[src/rtl/muxbus_pkg.sv]
package muxbus_pkg;

  typedef enum logic [1:0] {
    PH_IDLE = 2'd0,
    PH_ADDR = 2'd1,
    PH_DATA = 2'd2
  } phase_e;

  // Lower half of the address space belongs to the memory module.
  function automatic logic addr_is_memory(input logic [15:0] a, input int aw);
    return (a[aw-1] == 1'b0);
  endfunction

  // Upper half: a register exists only for offsets below nregs.
  function automatic logic addr_is_io(input logic [15:0] a, input int aw, input int nregs);
    logic [15:0] off;
    off = a & ((16'd1 << (aw - 1)) - 16'd1);
    return (a[aw-1] == 1'b1) && (int'(off) < nregs);
  endfunction

endpackage

[src/rtl/muxbus_master.sv]
module muxbus_master #(
  parameter int DW = 8,
  parameter int AW = 8
) (
  input  logic          clk,
  input  logic          rst_n,
  input  logic          req_valid,
  input  logic          req_write,
  input  logic [AW-1:0] req_addr,
  input  logic [DW-1:0] req_wdata,
  output logic          req_ready,
  output logic          rsp_valid,
  output logic [DW-1:0] rsp_rdata,
  input  logic [DW-1:0] lines_in,
  output logic          drv_oe,
  output logic [DW-1:0] drv_data,
  output logic          ale,
  output logic          dstb,
  output logic          cmd_write
);
  import muxbus_pkg::*;

  phase_e        ph_q;
  logic [AW-1:0] addr_q;
  logic [DW-1:0] wdata_q;
  logic          wr_q;
  logic          accept;

  assign req_ready = (ph_q != PH_ADDR);
  assign accept    = req_valid && req_ready;
  assign ale       = (ph_q == PH_ADDR);
  assign dstb      = (ph_q == PH_DATA);
  assign cmd_write = wr_q;
  assign drv_oe    = ale || (dstb && wr_q);

  generate
    if (AW >= DW) begin : g_addr_wide
      assign drv_data = ale ? addr_q[DW-1:0] : wdata_q;
    end else begin : g_addr_narrow
      assign drv_data = ale ? {{(DW-AW){1'b0}}, addr_q} : wdata_q;
    end
  endgenerate

  always_ff @(posedge clk) begin
    if (!rst_n) begin
      ph_q    <= PH_IDLE;
      addr_q  <= '0;
      wdata_q <= '0;
      wr_q    <= 1'b0;
    end else begin
      if (ph_q == PH_ADDR) begin
        ph_q <= PH_DATA;
      end else if (accept) begin
        ph_q <= PH_ADDR;
      end else begin
        ph_q <= PH_IDLE;
      end
      if (accept) begin
        addr_q  <= req_addr;
        wdata_q <= req_wdata;
        wr_q    <= req_write;
      end
    end
  end

  always_ff @(posedge clk) begin
    if (!rst_n) begin
      rsp_valid <= 1'b0;
      rsp_rdata <= '0;
    end else begin
      rsp_valid <= dstb && !wr_q;
      if (dstb && !wr_q) rsp_rdata <= lines_in;
    end
  end

  assert_ale_single_R2: assert property (@(posedge clk) disable iff (!rst_n)
    ale |=> !ale);
  assert_accept_to_addr_R9: assert property (@(posedge clk) disable iff (!rst_n)
    accept |=> ale);
  assert_data_follows_R3: assert property (@(posedge clk) disable iff (!rst_n)
    ale |=> dstb);
  assert_data_needs_addr_R3: assert property (@(posedge clk) disable iff (!rst_n)
    dstb |-> $past(ale));
  assert_rsp_after_read_R5: assert property (@(posedge clk) disable iff (!rst_n)
    rsp_valid |-> ($past(dstb) && !$past(cmd_write)));

endmodule

[src/rtl/muxbus_mem_target.sv]
module muxbus_mem_target #(
  parameter int DW = 8,
  parameter int AW = 8
) (
  input  logic          clk,
  input  logic          rst_n,
  input  logic [DW-1:0] lines_in,
  input  logic          ale,
  input  logic          dstb,
  input  logic          cmd_write,
  output logic          drv_oe,
  output logic [DW-1:0] drv_data
);
  import muxbus_pkg::*;

  localparam int IW    = AW - 1;
  localparam int DEPTH = 1 << IW;

  logic [DW-1:0] words [DEPTH];
  logic [IW-1:0] idx_q;
  logic          sel_q;
  logic          wr_q;
  logic          hit;
  logic          do_write;

  assign hit      = addr_is_memory(16'(lines_in), AW);
  assign do_write = dstb && sel_q && wr_q;
  assign drv_oe   = dstb && sel_q && !wr_q;
  assign drv_data = words[idx_q];

  always_ff @(posedge clk) begin
    if (!rst_n) begin
      idx_q <= '0;
      sel_q <= 1'b0;
      wr_q  <= 1'b0;
    end else if (ale) begin
      idx_q <= lines_in[IW-1:0];
      sel_q <= hit;
      wr_q  <= cmd_write;
    end
  end

  always_ff @(posedge clk) begin
    if (do_write) words[idx_q] <= lines_in;
  end

  assert_mem_drive_lower_R5: assert property (@(posedge clk) disable iff (!rst_n)
    drv_oe |-> ($past(ale) && !$past(lines_in[AW-1])));

endmodule

[src/rtl/muxbus_io_target.sv]
module muxbus_io_target #(
  parameter int DW      = 8,
  parameter int AW      = 8,
  parameter int IO_REGS = 4
) (
  input  logic          clk,
  input  logic          rst_n,
  input  logic [DW-1:0] lines_in,
  input  logic          ale,
  input  logic          dstb,
  input  logic          cmd_write,
  output logic          drv_oe,
  output logic [DW-1:0] drv_data
);
  import muxbus_pkg::*;

  localparam int XW = (IO_REGS > 1) ? $clog2(IO_REGS) : 1;

  logic [IO_REGS-1:0][DW-1:0] regs_q;
  logic [XW-1:0]              idx_q;
  logic                       sel_q;
  logic                       wr_q;
  logic                       hit;

  assign hit      = addr_is_io(16'(lines_in), AW, IO_REGS);
  assign drv_oe   = dstb && sel_q && !wr_q;
  assign drv_data = regs_q[idx_q];

  always_ff @(posedge clk) begin
    if (!rst_n) begin
      idx_q <= '0;
      sel_q <= 1'b0;
      wr_q  <= 1'b0;
    end else if (ale) begin
      idx_q <= lines_in[XW-1:0];
      sel_q <= hit;
      wr_q  <= cmd_write;
    end
  end

  generate
    for (genvar g = 0; g < IO_REGS; g++) begin : g_reg
      always_ff @(posedge clk) begin
        if (!rst_n) begin
          regs_q[g] <= '0;
        end else if (dstb && sel_q && wr_q && (idx_q == XW'(g))) begin
          regs_q[g] <= lines_in;
        end
      end
    end
  endgenerate

  assert_io_drive_upper_R6: assert property (@(posedge clk) disable iff (!rst_n)
    drv_oe |-> ($past(ale) && $past(lines_in[AW-1])));
  assert_unselected_keeps_regs_R7: assert property (@(posedge clk) disable iff (!rst_n)
    (dstb && !sel_q) |=> $stable(regs_q));

endmodule

[src/rtl/muxbus_resolve.sv]
module muxbus_resolve #(
  parameter int DW   = 8,
  parameter int NDRV = 3
) (
  input  logic                     clk,
  input  logic                     rst_n,
  input  logic [NDRV-1:0]          oe,
  input  logic [NDRV-1:0][DW-1:0]  data,
  input  logic                     ale,
  input  logic                     dstb,
  output logic [DW-1:0]            lines
);
  logic [NDRV-1:0][DW-1:0] gated;

  generate
    for (genvar g = 0; g < NDRV; g++) begin : g_gate
      assign gated[g] = oe[g] ? data[g] : '0;
    end
  endgenerate

  always_comb begin
    lines = '0;
    for (int i = 0; i < NDRV; i++) lines = lines | gated[i];
  end

  assert_one_driver_R8: assert property (@(posedge clk) disable iff (!rst_n)
    $onehot0(oe));
  assert_idle_released_R8: assert property (@(posedge clk) disable iff (!rst_n)
    (!ale && !dstb) |-> (lines == '0));
  assert_strobes_apart_R3: assert property (@(posedge clk) disable iff (!rst_n)
    !(ale && dstb));

endmodule

[src/rtl/muxbus_segment.sv]
module muxbus_segment #(
  parameter int DW      = 8,
  parameter int AW      = 8,
  parameter int IO_REGS = 4
) (
  input  logic          clk,
  input  logic          rst_n,
  input  logic          req_valid,
  input  logic          req_write,
  input  logic [AW-1:0] req_addr,
  input  logic [DW-1:0] req_wdata,
  output logic          req_ready,
  output logic          rsp_valid,
  output logic [DW-1:0] rsp_rdata,
  output logic [DW-1:0] bus_lines,
  output logic          bus_ale,
  output logic          bus_dstb,
  output logic          bus_cmd_write
);
  localparam int NDRV = 3;

  logic [NDRV-1:0]         drv_oe;
  logic [NDRV-1:0][DW-1:0] drv_data;
  logic [DW-1:0]           lines;
  logic                    ale;
  logic                    dstb;
  logic                    cmd_write;

  muxbus_master #(.DW(DW), .AW(AW)) u_master (
    .clk(clk), .rst_n(rst_n),
    .req_valid(req_valid), .req_write(req_write),
    .req_addr(req_addr), .req_wdata(req_wdata), .req_ready(req_ready),
    .rsp_valid(rsp_valid), .rsp_rdata(rsp_rdata),
    .lines_in(lines), .drv_oe(drv_oe[0]), .drv_data(drv_data[0]),
    .ale(ale), .dstb(dstb), .cmd_write(cmd_write)
  );

  muxbus_mem_target #(.DW(DW), .AW(AW)) u_mem (
    .clk(clk), .rst_n(rst_n), .lines_in(lines),
    .ale(ale), .dstb(dstb), .cmd_write(cmd_write),
    .drv_oe(drv_oe[1]), .drv_data(drv_data[1])
  );

  muxbus_io_target #(.DW(DW), .AW(AW), .IO_REGS(IO_REGS)) u_io (
    .clk(clk), .rst_n(rst_n), .lines_in(lines),
    .ale(ale), .dstb(dstb), .cmd_write(cmd_write),
    .drv_oe(drv_oe[2]), .drv_data(drv_data[2])
  );

  muxbus_resolve #(.DW(DW), .NDRV(NDRV)) u_resolve (
    .clk(clk), .rst_n(rst_n), .oe(drv_oe), .data(drv_data),
    .ale(ale), .dstb(dstb), .lines(lines)
  );

  assign bus_lines     = lines;
  assign bus_ale       = ale;
  assign bus_dstb      = dstb;
  assign bus_cmd_write = cmd_write;

endmodule

[config.mk]
export PLATFORM = sky130hd
export DESIGN_NAME = muxbus_segment
export DESIGN_NICKNAME = d
export VERILOG_FILES = /design/src/rtl/muxbus_pkg.sv /design/src/rtl/muxbus_master.sv /design/src/rtl/muxbus_mem_target.sv /design/src/rtl/muxbus_io_target.sv /design/src/rtl/muxbus_resolve.sv /design/src/rtl/muxbus_segment.sv
export SDC_FILE = /design/constraint.sdc
export NUM_CORES = 1
export LEC_CHECK = 0
export BUFFER_PORTS_ARGS = -buffer_cell sky130_fd_sc_hd__clkbuf_2
export CAP_MARGIN = 20
export CELL_PAD_IN_SITES_DETAIL_PLACEMENT = 2
export CELL_PAD_IN_SITES_GLOBAL_PLACEMENT = 2
export CORE_MARGIN = 10
export CORE_UTILIZATION = 50
export CTS_CLUSTER_DIAMETER = 80
export CTS_CLUSTER_SIZE = 40
export DETAILED_ROUTE_END_ITERATION = 8
export HOLD_SLACK_MARGIN = 0.12
export PLACE_DENSITY_LB_ADDON = 0.3
export SYNTH_ARGS = -nofsm -noshare
export SYNTH_HDL_FRONTEND = slang
export SYNTH_SLANG_ARGS = --single-unit
[constraint.sdc]
create_clock -name clk -period 9.2 [get_ports clk]
set_clock_uncertainty 0.15 [all_clocks]
set_input_delay 0.46 -clock clk [delete_from_list [all_inputs] [get_ports clk]]
set_output_delay 0.46 -clock clk [all_outputs]
set_load 0.005 [all_outputs]
==> results_dict.tcl, run 1 <==
set metrics [dict create \
    wirelength_met1_um 58900 \
    stdcell_area_um2 46800 \
    postCtsHoldBufs 18 \
    syn_inst 2207 \
    crit_arrival_ns 5.92 \
    cts_resized 0 \
    grt-ovfl-total 0 \
    dp_hpwl_um 90600 \
    period_needed_ns 6.53 \
    layout.nets 2284 \
    path_depth 10 \
    drive_above_1_share_pct 21.4 \
    rows 107 \
    maxCapViolCount 0 \
    yosys_warnings 0 \
    antenna_left 0 \
    vias_per_cell 7.11 \
    final_common_cell "edfxtp_1" \
    fmax_mhz 153 \
    wl_met3_um 13900 \
    synth_async_sr_flop_share_pct 0 \
    min_path_cells 3 \
    syn_nets 2227 \
    p_leak_nw 13.9 \
    cts_tree "done" \
    slew_violations 0 \
    criticalPathCategory "reg2out" \
    fp.dieH_um 314 \
    rsz0062_at_grt "false" \
    path_clk_slew_ns 0.14 \
    critPathCaptureType "output pin" \
    p_seq_share_pct 63.2 \
    clk_latency_ns 0.69 \
    synth-main-ff-cell "edfxtp_1" \
    post-route-period-util_pct 70.9 \
    required_ns 8.59 \
    syn_to_final_growth_pct 8.62 \
    drc 0 \
    core-area_um2 85400 \
    grt_pass1_wl_um 216000 \
    place.gp.congestion 0.832 \
    hold_violations 0 \
    p_sw_w 0.00202 \
    antenna_found_initial 11 \
    fin_tns_setup_ns 0 \
    ios 41 \
    p_int_w 0.00659 \
    power_density_nw_per_um2 184 \
    post-cts-setup-buffers 0 \
    start_util_pct 50.5 \
    finalSetupViolCount 0 \
    ys_ff_latch 1101 \
    layout.cells.non_filler 3449 \
    critPathSlowestCell "dfxtp_4" \
    drtIter0Drc 3703 \
    reg2reg_depth 11 \
    dr.pass1.iters 5 \
    cts_buffers 46 \
    die_w_um 314 \
    cts_root_buf "clkbuf_16" \
    clock_power_share_pct 33.9 \
    dp_slack_ns 3.02 \
    synth_seq_area_share_pct 74.9 \
    max_stage_delay_ns 0.90 \
    grt_pass1_vias 25000 \
    top_layer_used "met5" \
    maxSlewHeadroom_pct 14.4 \
    critical_path_buf_inv_count 5 \
    io_buffer_count 40 \
    htree_levels 2 \
    worst_slew_pin_slew_ns 1.28 \
    grt_use_total_pct 31.0 \
    vias 24500 \
    critPathMaxFanout 73 \
    syn_avg_cell_area_um2 19.5 \
    synth-edff-count 1024 \
    grt_max_degree 107 \
    vdd_drop_max_v 0.000169 \
    yosysUniqueCellTypes 58 \
    layout_common_cells "edfxtp_1 (1024), mux4_2 (270), nor2_1 (165), nand2_1 (150)" \
    max-clock-path-buffers 3 \
    wl_per_cell_um 45.0 \
    design_power_total_w 0.00861 \
    wl_um 155000 \
    cp_top_family "buffers and inverters" \
    dp.cells 3308 \
    crit_chain "buf_4 -> inv_2 -> nand2_1 -> a21oi_1 -> a211oi_1 -> a31oi_1 -> o311a_1 -> inv_4 -> buf_4 -> clkbuf_2" \
    min_path_type "in2reg" \
    synth_area_um2 43100 \
    crit_top_cell "buf_4" \
    swShare_pct 23.4 \
    die_area_um2 98400 \
    setup_ws_ns 2.67 \
    wl_met2_um 74400 \
    start_kind "register" \
    place_area_um2 44500 \
    status "completed" \
    cts_sinks 1101 \
    p_comb_share_pct 2.9 \
]
-- cells in the mapped netlist (7+ instances only) --
| cell | n | area, um^2 |
|---|---|---|
| a2111oi_0 | 8 | 70.1 |
| a211oi_1 | 9 | 67.6 |
| a21boi_0 | 43 | 323 |
| a21oi_1 | 22 | 110 |
| a22oi_1 | 10 | 75.1 |
| a31oi_1 | 7 | 43.8 |
| and2_1 | 12 | 75.1 |
| buf_1 | 15 | 56.3 |
| buf_2 | 26 | 130 |
| buf_4 | 22 | 165 |
| buf_6 | 8 | 90.1 |
| clkbuf_1 | 50 | 188 |
| dfxtp_1 | 77 | 1540 |
| edfxtp_1 | 1024 | 30700 |
| inv_1 | 9 | 33.8 |
| mux2i_1 | 71 | 711 |
| mux4_2 | 270 | 6080 |
| nand2_1 | 150 | 563 |
| nand2b_1 | 13 | 81.3 |
| nand3_1 | 28 | 140 |
| nor2_1 | 166 | 623 |
| nor2b_1 | 23 | 144 |
| nor3_1 | 19 | 95.1 |
| nor3b_1 | 9 | 67.6 |
| o21ai_0 | 16 | 80.1 |
| o221ai_1 | 10 | 87.6 |
| o22ai_1 | 13 | 81.3 |
-- area by class of cell --
cell class | instances | area (um^2)
clock inverter | 32 | 459
fill | 7218 | 38600
inverter | 12 | 52.6
antenna | 5 | 12.5
multi-input combinational | 972 | 10200
timing repair buffer | 131 | 1130
tap | 1144 | 1430
clock buffer | 52 | 1240
sequential | 1101 | 32300
-- cell families (layout without fill, tap and decap cells) --
kind of cell / count (synthesis) / in the layout / share of synthesized area (%)
AO/OA/AOI/OAI: 183 / 183 / 3.10
multiplexers: 347 / 347 / 15.9
other: 0 / 5 / 0
AND/OR/NAND/NOR: 442 / 442 / 4.51
buffers and inverters: 134 / 227 / 1.60
flip-flops: 1101 / 1101 / 74.9
-- stage by stage --
stage               hold WS [ns]  util, %
finish                     0.282     54.8
global route               0.317     54.8
CTS                        0.260     54.3
detailed placement         0.318     52.1
global placement           0.299     52.1
floorplan                  0.290        -
-- flip-flops by register name (all words and copies together) (netlist names), named ones only --
name	cells
u_io.regs_q	32
u_io.sel_q	1
u_master.addr_q	8
u_master.cmd_write	1
u_master.ph_q	2
u_master.rsp_rdata	8
u_master.rsp_valid	1
u_master.wdata_q	8
u_mem.idx_q	7
u_mem.sel_q	1
u_mem.words	1024
u_mem.wr_q	1
-- worst register-to-register path, stage by stage (launching register included) --
cell and delay [ns]:
dfxtp_1 0.42, nand2b_1 0.55, inv_1 0.52, a21oi_1 0.86, a2bb2oi_1 0.89, o311ai_0 0.37
a2111oi_0 0.47, dlymetal6s2s_1 0.27, a22oi_2 0.14, buf_4 0.37, nand4bb_1 0.34, o31ai_1 0.49
-- layer usage --
layer	vias to the layer above	global-route usage, %
met5	-	0
met4	10	13.0
met3	417	5.75
met2	1805	50.0
met1	13300	41.4
li1	9031	-
-- power by group through the flow --
stage / clock (W) / combinational [W] / sequential, W
floorplan: 0 / 0.000138 / 0.00555
global placement: 0 / 0.000212 / 0.00555
detailed placement: 0 / 0.000230 / 0.00555
CTS: 0.00292 / 0.000242 / 0.00544
global route: 0.00309 / 0.000262 / 0.00544
finish: 0.00292 / 0.000253 / 0.00544
-- worst paths after layout --
kind / startpoint / to / slack [ns]
worst max register to register: u_master.ph_q[1] / u_io.sel_q / 3.20
worst max-delay path: register / bus_lines[3] / 2.67
worst min register to register: u_master.addr_q[0] / u_master.addr_q[0] / 0.34
worst min-delay path: rst_n / u_master.rsp_rdata[3] / 0.28
Power figures use the tool's default switching activity.
==> run 2, diff against run 1 <==
--- a/config.mk
+++ b/config.mk
@@ -5,12 +5,13 @@
 export SDC_FILE = /design/constraint.sdc
 export NUM_CORES = 1
 export LEC_CHECK = 0
+export ABC_AREA = 1
 export BUFFER_PORTS_ARGS = -buffer_cell sky130_fd_sc_hd__clkbuf_2
 export CAP_MARGIN = 20
 export CELL_PAD_IN_SITES_DETAIL_PLACEMENT = 2
 export CELL_PAD_IN_SITES_GLOBAL_PLACEMENT = 2
 export CORE_MARGIN = 10
-export CORE_UTILIZATION = 50
+export CORE_UTILIZATION = 44
 export CTS_CLUSTER_DIAMETER = 80
 export CTS_CLUSTER_SIZE = 40
 export DETAILED_ROUTE_END_ITERATION = 8
==> constraint.sdc (replaced) <==
create_clock -name clk -period 6.75 [get_ports clk]
set_clock_uncertainty 0.15 [all_clocks]
set_input_delay 0.3375 -clock clk [delete_from_list [all_inputs] [get_ports clk]]
set_output_delay 0.3375 -clock clk [all_outputs]
set_load 0.005 [all_outputs]
==> run 2 against run 1 <==
Setup slack worse by 1.6 ns. Register-to-register slack worse by 1.6 ns. Combinational power is 130% higher. Final cell count is 50% higher. Sequential power is 37% higher. Total power is 42% higher. Critical path depth is 3 higher. Critical endpoint is now bus_lines[1]. Largest power group unchanged.
==> results_dict.tcl, run 2 <==
set metrics [dict create \
    drtIter0Drc 3335 \
    grt_max_degree 188 \
    regArea_um2 32300 \
    p_leak_nw 16.8 \
    dr.pass1.iters 6 \
    fillers 10100 \
    crit_arrival_ns 5.22 \
    reg_top3 "u_mem.words: 1024 flops, u_io.regs_q: 32 flops" \
    cts_tree "done" \
    top_register "u_mem.words" \
    rows 116 \
    synth_async_sr_flop_share_pct 0 \
    grt_use_total_pct 26.2 \
    slew_violations 0 \
    largest_reg_flops 1024 \
    grt_pass1_wl_um 230000 \
    crit_chain "inv_8 -> buf_12 -> o21ai_0 -> o22ai_1 -> nand2_1 -> nand3_1 -> nand3_1 -> nand2_1 -> nand2_1 -> nand3_1 -> nand3_2 -> nand2_4 -> clkbuf_2" \
    cts_buffers 47 \
    place.gp.congestion 0.793 \
    synth_seq_area_share_pct 72.3 \
    criticalPathCategory "reg2out" \
    min_from "u_io.regs_q[23]" \
    layout.nets 3810 \
    fmax_mhz 175 \
    swShare_pct 24.9 \
    start_util_pct 44.5 \
    max_stage_delay_ns 0.88 \
    fin_tns_setup_ns 0 \
    htree_levels 2 \
    syn_nets 3890 \
    grt_pass1_vias 34600 \
    synth_area_leaders "edfxtp_1 (69%), nand3_1 (9.1%), nand2_1 (8.2%)" \
    die_area_um2 115000 \
    yosysUniqueCellTypes 25 \
    multiInputGateArea_um2 10900 \
    hold_violations 0 \
    clock_power_share_pct 34.1 \
    syn_to_final_growth_pct 7.74 \
    antenna_found_initial 3 \
    max-clock-path-buffers 3 \
    fin_util_pct 47.9 \
    vias 31300 \
    post-synth-top-count-cell "edfxtp_1" \
    dp_slack_ns 1.79 \
    cts_sinks 1101 \
    synth-edff-count 1024 \
    period_needed_ns 5.71 \
    required_ns 6.26 \
    grt-ovfl-total 0 \
    synth_top_area_share_pct 68.9 \
    final_common_cell "edfxtp_1" \
    ys_ff_latch 1101 \
    worst_slew_pin_slew_ns 1.20 \
    critPathSlowestCell "nand2_4" \
    yosys_warnings 0 \
    start_kind "register" \
    status "completed" \
    p_seq_share_pct 61.1 \
    antenna_left 0 \
    ys_top_cells_by_count "edfxtp_1 (1024), nand2_1 (972), nand3_1 (816), nor2_1 (360), o21ai_0 (152)" \
    drive_above_1_share_pct 5.07 \
    layout_common_cells "edfxtp_1 (1024), nand2_1 (969), nand3_1 (808), nor2_1 (360), o21ai_0 (152)" \
    fp.dieH_um 339 \
    path_clk_slew_ns 0.12 \
    cts_root_buf "clkbuf_16" \
    p_comb_share_pct 4.8 \
    ios 41 \
    syn_inst 3870 \
    syn_avg_cell_area_um2 11.5 \
    critPathCaptureType "output pin" \
    rsz0062_at_grt "false" \
    maxCapViolCount 0 \
    setup_ws_ns 1.04 \
    vias_per_cell 6.04 \
    critPathMaxFanout 126 \
    post-route-period-util_pct 84.6 \
    wl_um 154000 \
    clk_latency_ns 0.72 \
    synth-main-ff-cell "edfxtp_1" \
    p_int_w 0.00916 \
    wl_per_cell_um 29.8 \
    whs_ns 0.374 \
    io_buffer_count 40 \
    p_sw_w 0.00303 \
    power_density_nw_per_um2 254 \
    dp_hpwl_um 87500 \
    synth_area_um2 44600 \
    maxSlewHeadroom_pct 19.8 \
    yosys.area.top_type "edfxtp_1" \
    drc 0 \
    min_path_type "reg2reg" \
    core-area_um2 100000 \
    vdd_drop_max_v 0.000262 \
    finalSetupViolCount 0 \
    die_w_um 339 \
]
run 2: changes by cell type in the layout (fill, tap and decap cells not counted), sizes merged, moves of 18 or more:
cell / change
mux4: -270
o22ai: +51
mux2i: -71
buf: -27
o21ai: +153
nor2: +194
inv: +63
nand2: +827
a21boi: -43
dlygate4sd3: +18
nand3: +790
nor2b: -23
run 2: kinds of logic after synthesis:
logic type	after synthesis	share of synthesized area, %
compound gates	287	3.55
buf+inv	325	3.64
flops	1101	72.3
simple gates	2157	20.5
run 2: worst max-delay path, delay by kind of cell, from the launching register on:
kind            cells  cell delay (ns)
compound gates      2             0.37
flops               1             0.58
buf+inv             3             1.38
simple gates        8             1.92
run 2: cell type report:
cell class                      instances  area share [%]
Antenna cell                            2          0.0104
Multi-Input combinational cell       2444            22.6
Timing Repair Buffer                  119            2.25
Clock buffer                           51            2.56
Clock inverter                         36            1.28
Inverter                               77           0.637
Tap cell                             1357            3.53
Sequential cell                      1101            67.2
run 2: layer usage:
layer | up-vias | track usage (%) | wire [um]
met2 | 987 | 45.9 | 78400
met5 | - | 0 | 13
met3 | 285 | 3.18 | 8060
met4 | 2 | 9.37 | 5690
li1 | 13500 | - | -
met1 | 16600 | 33.2 | 62300
run 2: power groups by stage:
stage	Sequential [W]	Combinational, W	Clock [W]
CTS	0.00745	0.000569	0.00418
global route	0.00745	0.000627	0.00440
finish	0.00745	0.000583	0.00416
global placement	0.00760	0.000512	0
detailed placement	0.00760	0.000542	0
floorplan	0.00760	0.000320	0
run 2: final timing paths:
kind | to | slack [ns] | cells past startpoint
max | bus_lines[1] | 1.04 | 13
min | u_io.regs_q[23] | 0.37 | 2
max reg2reg | u_mem.words[127][1] | 1.64 | 13
min reg2reg | u_io.regs_q[23] | 0.37 | 2
run 2: repair_timing:
action,4_1_cts,5_1_grt
hold endpoints to repair,23,0
hold buffers,36,0
buffers inserted,0,0
gates resized for setup,0,0
run 2: through the flow:
stage / power (W) / cell area [um^2] / instances
final: 0.0122 / 48100 / 5187
after global routing: 0.0125 / 48100 / 5187
after CTS: 0.0122 / 48100 / 5184
after detailed placement: 0.00814 / 45900 / 5061
after global placement: 0.00811 / 45900 / 5061
after floorplan: 0.00792 / 44600 / 3870
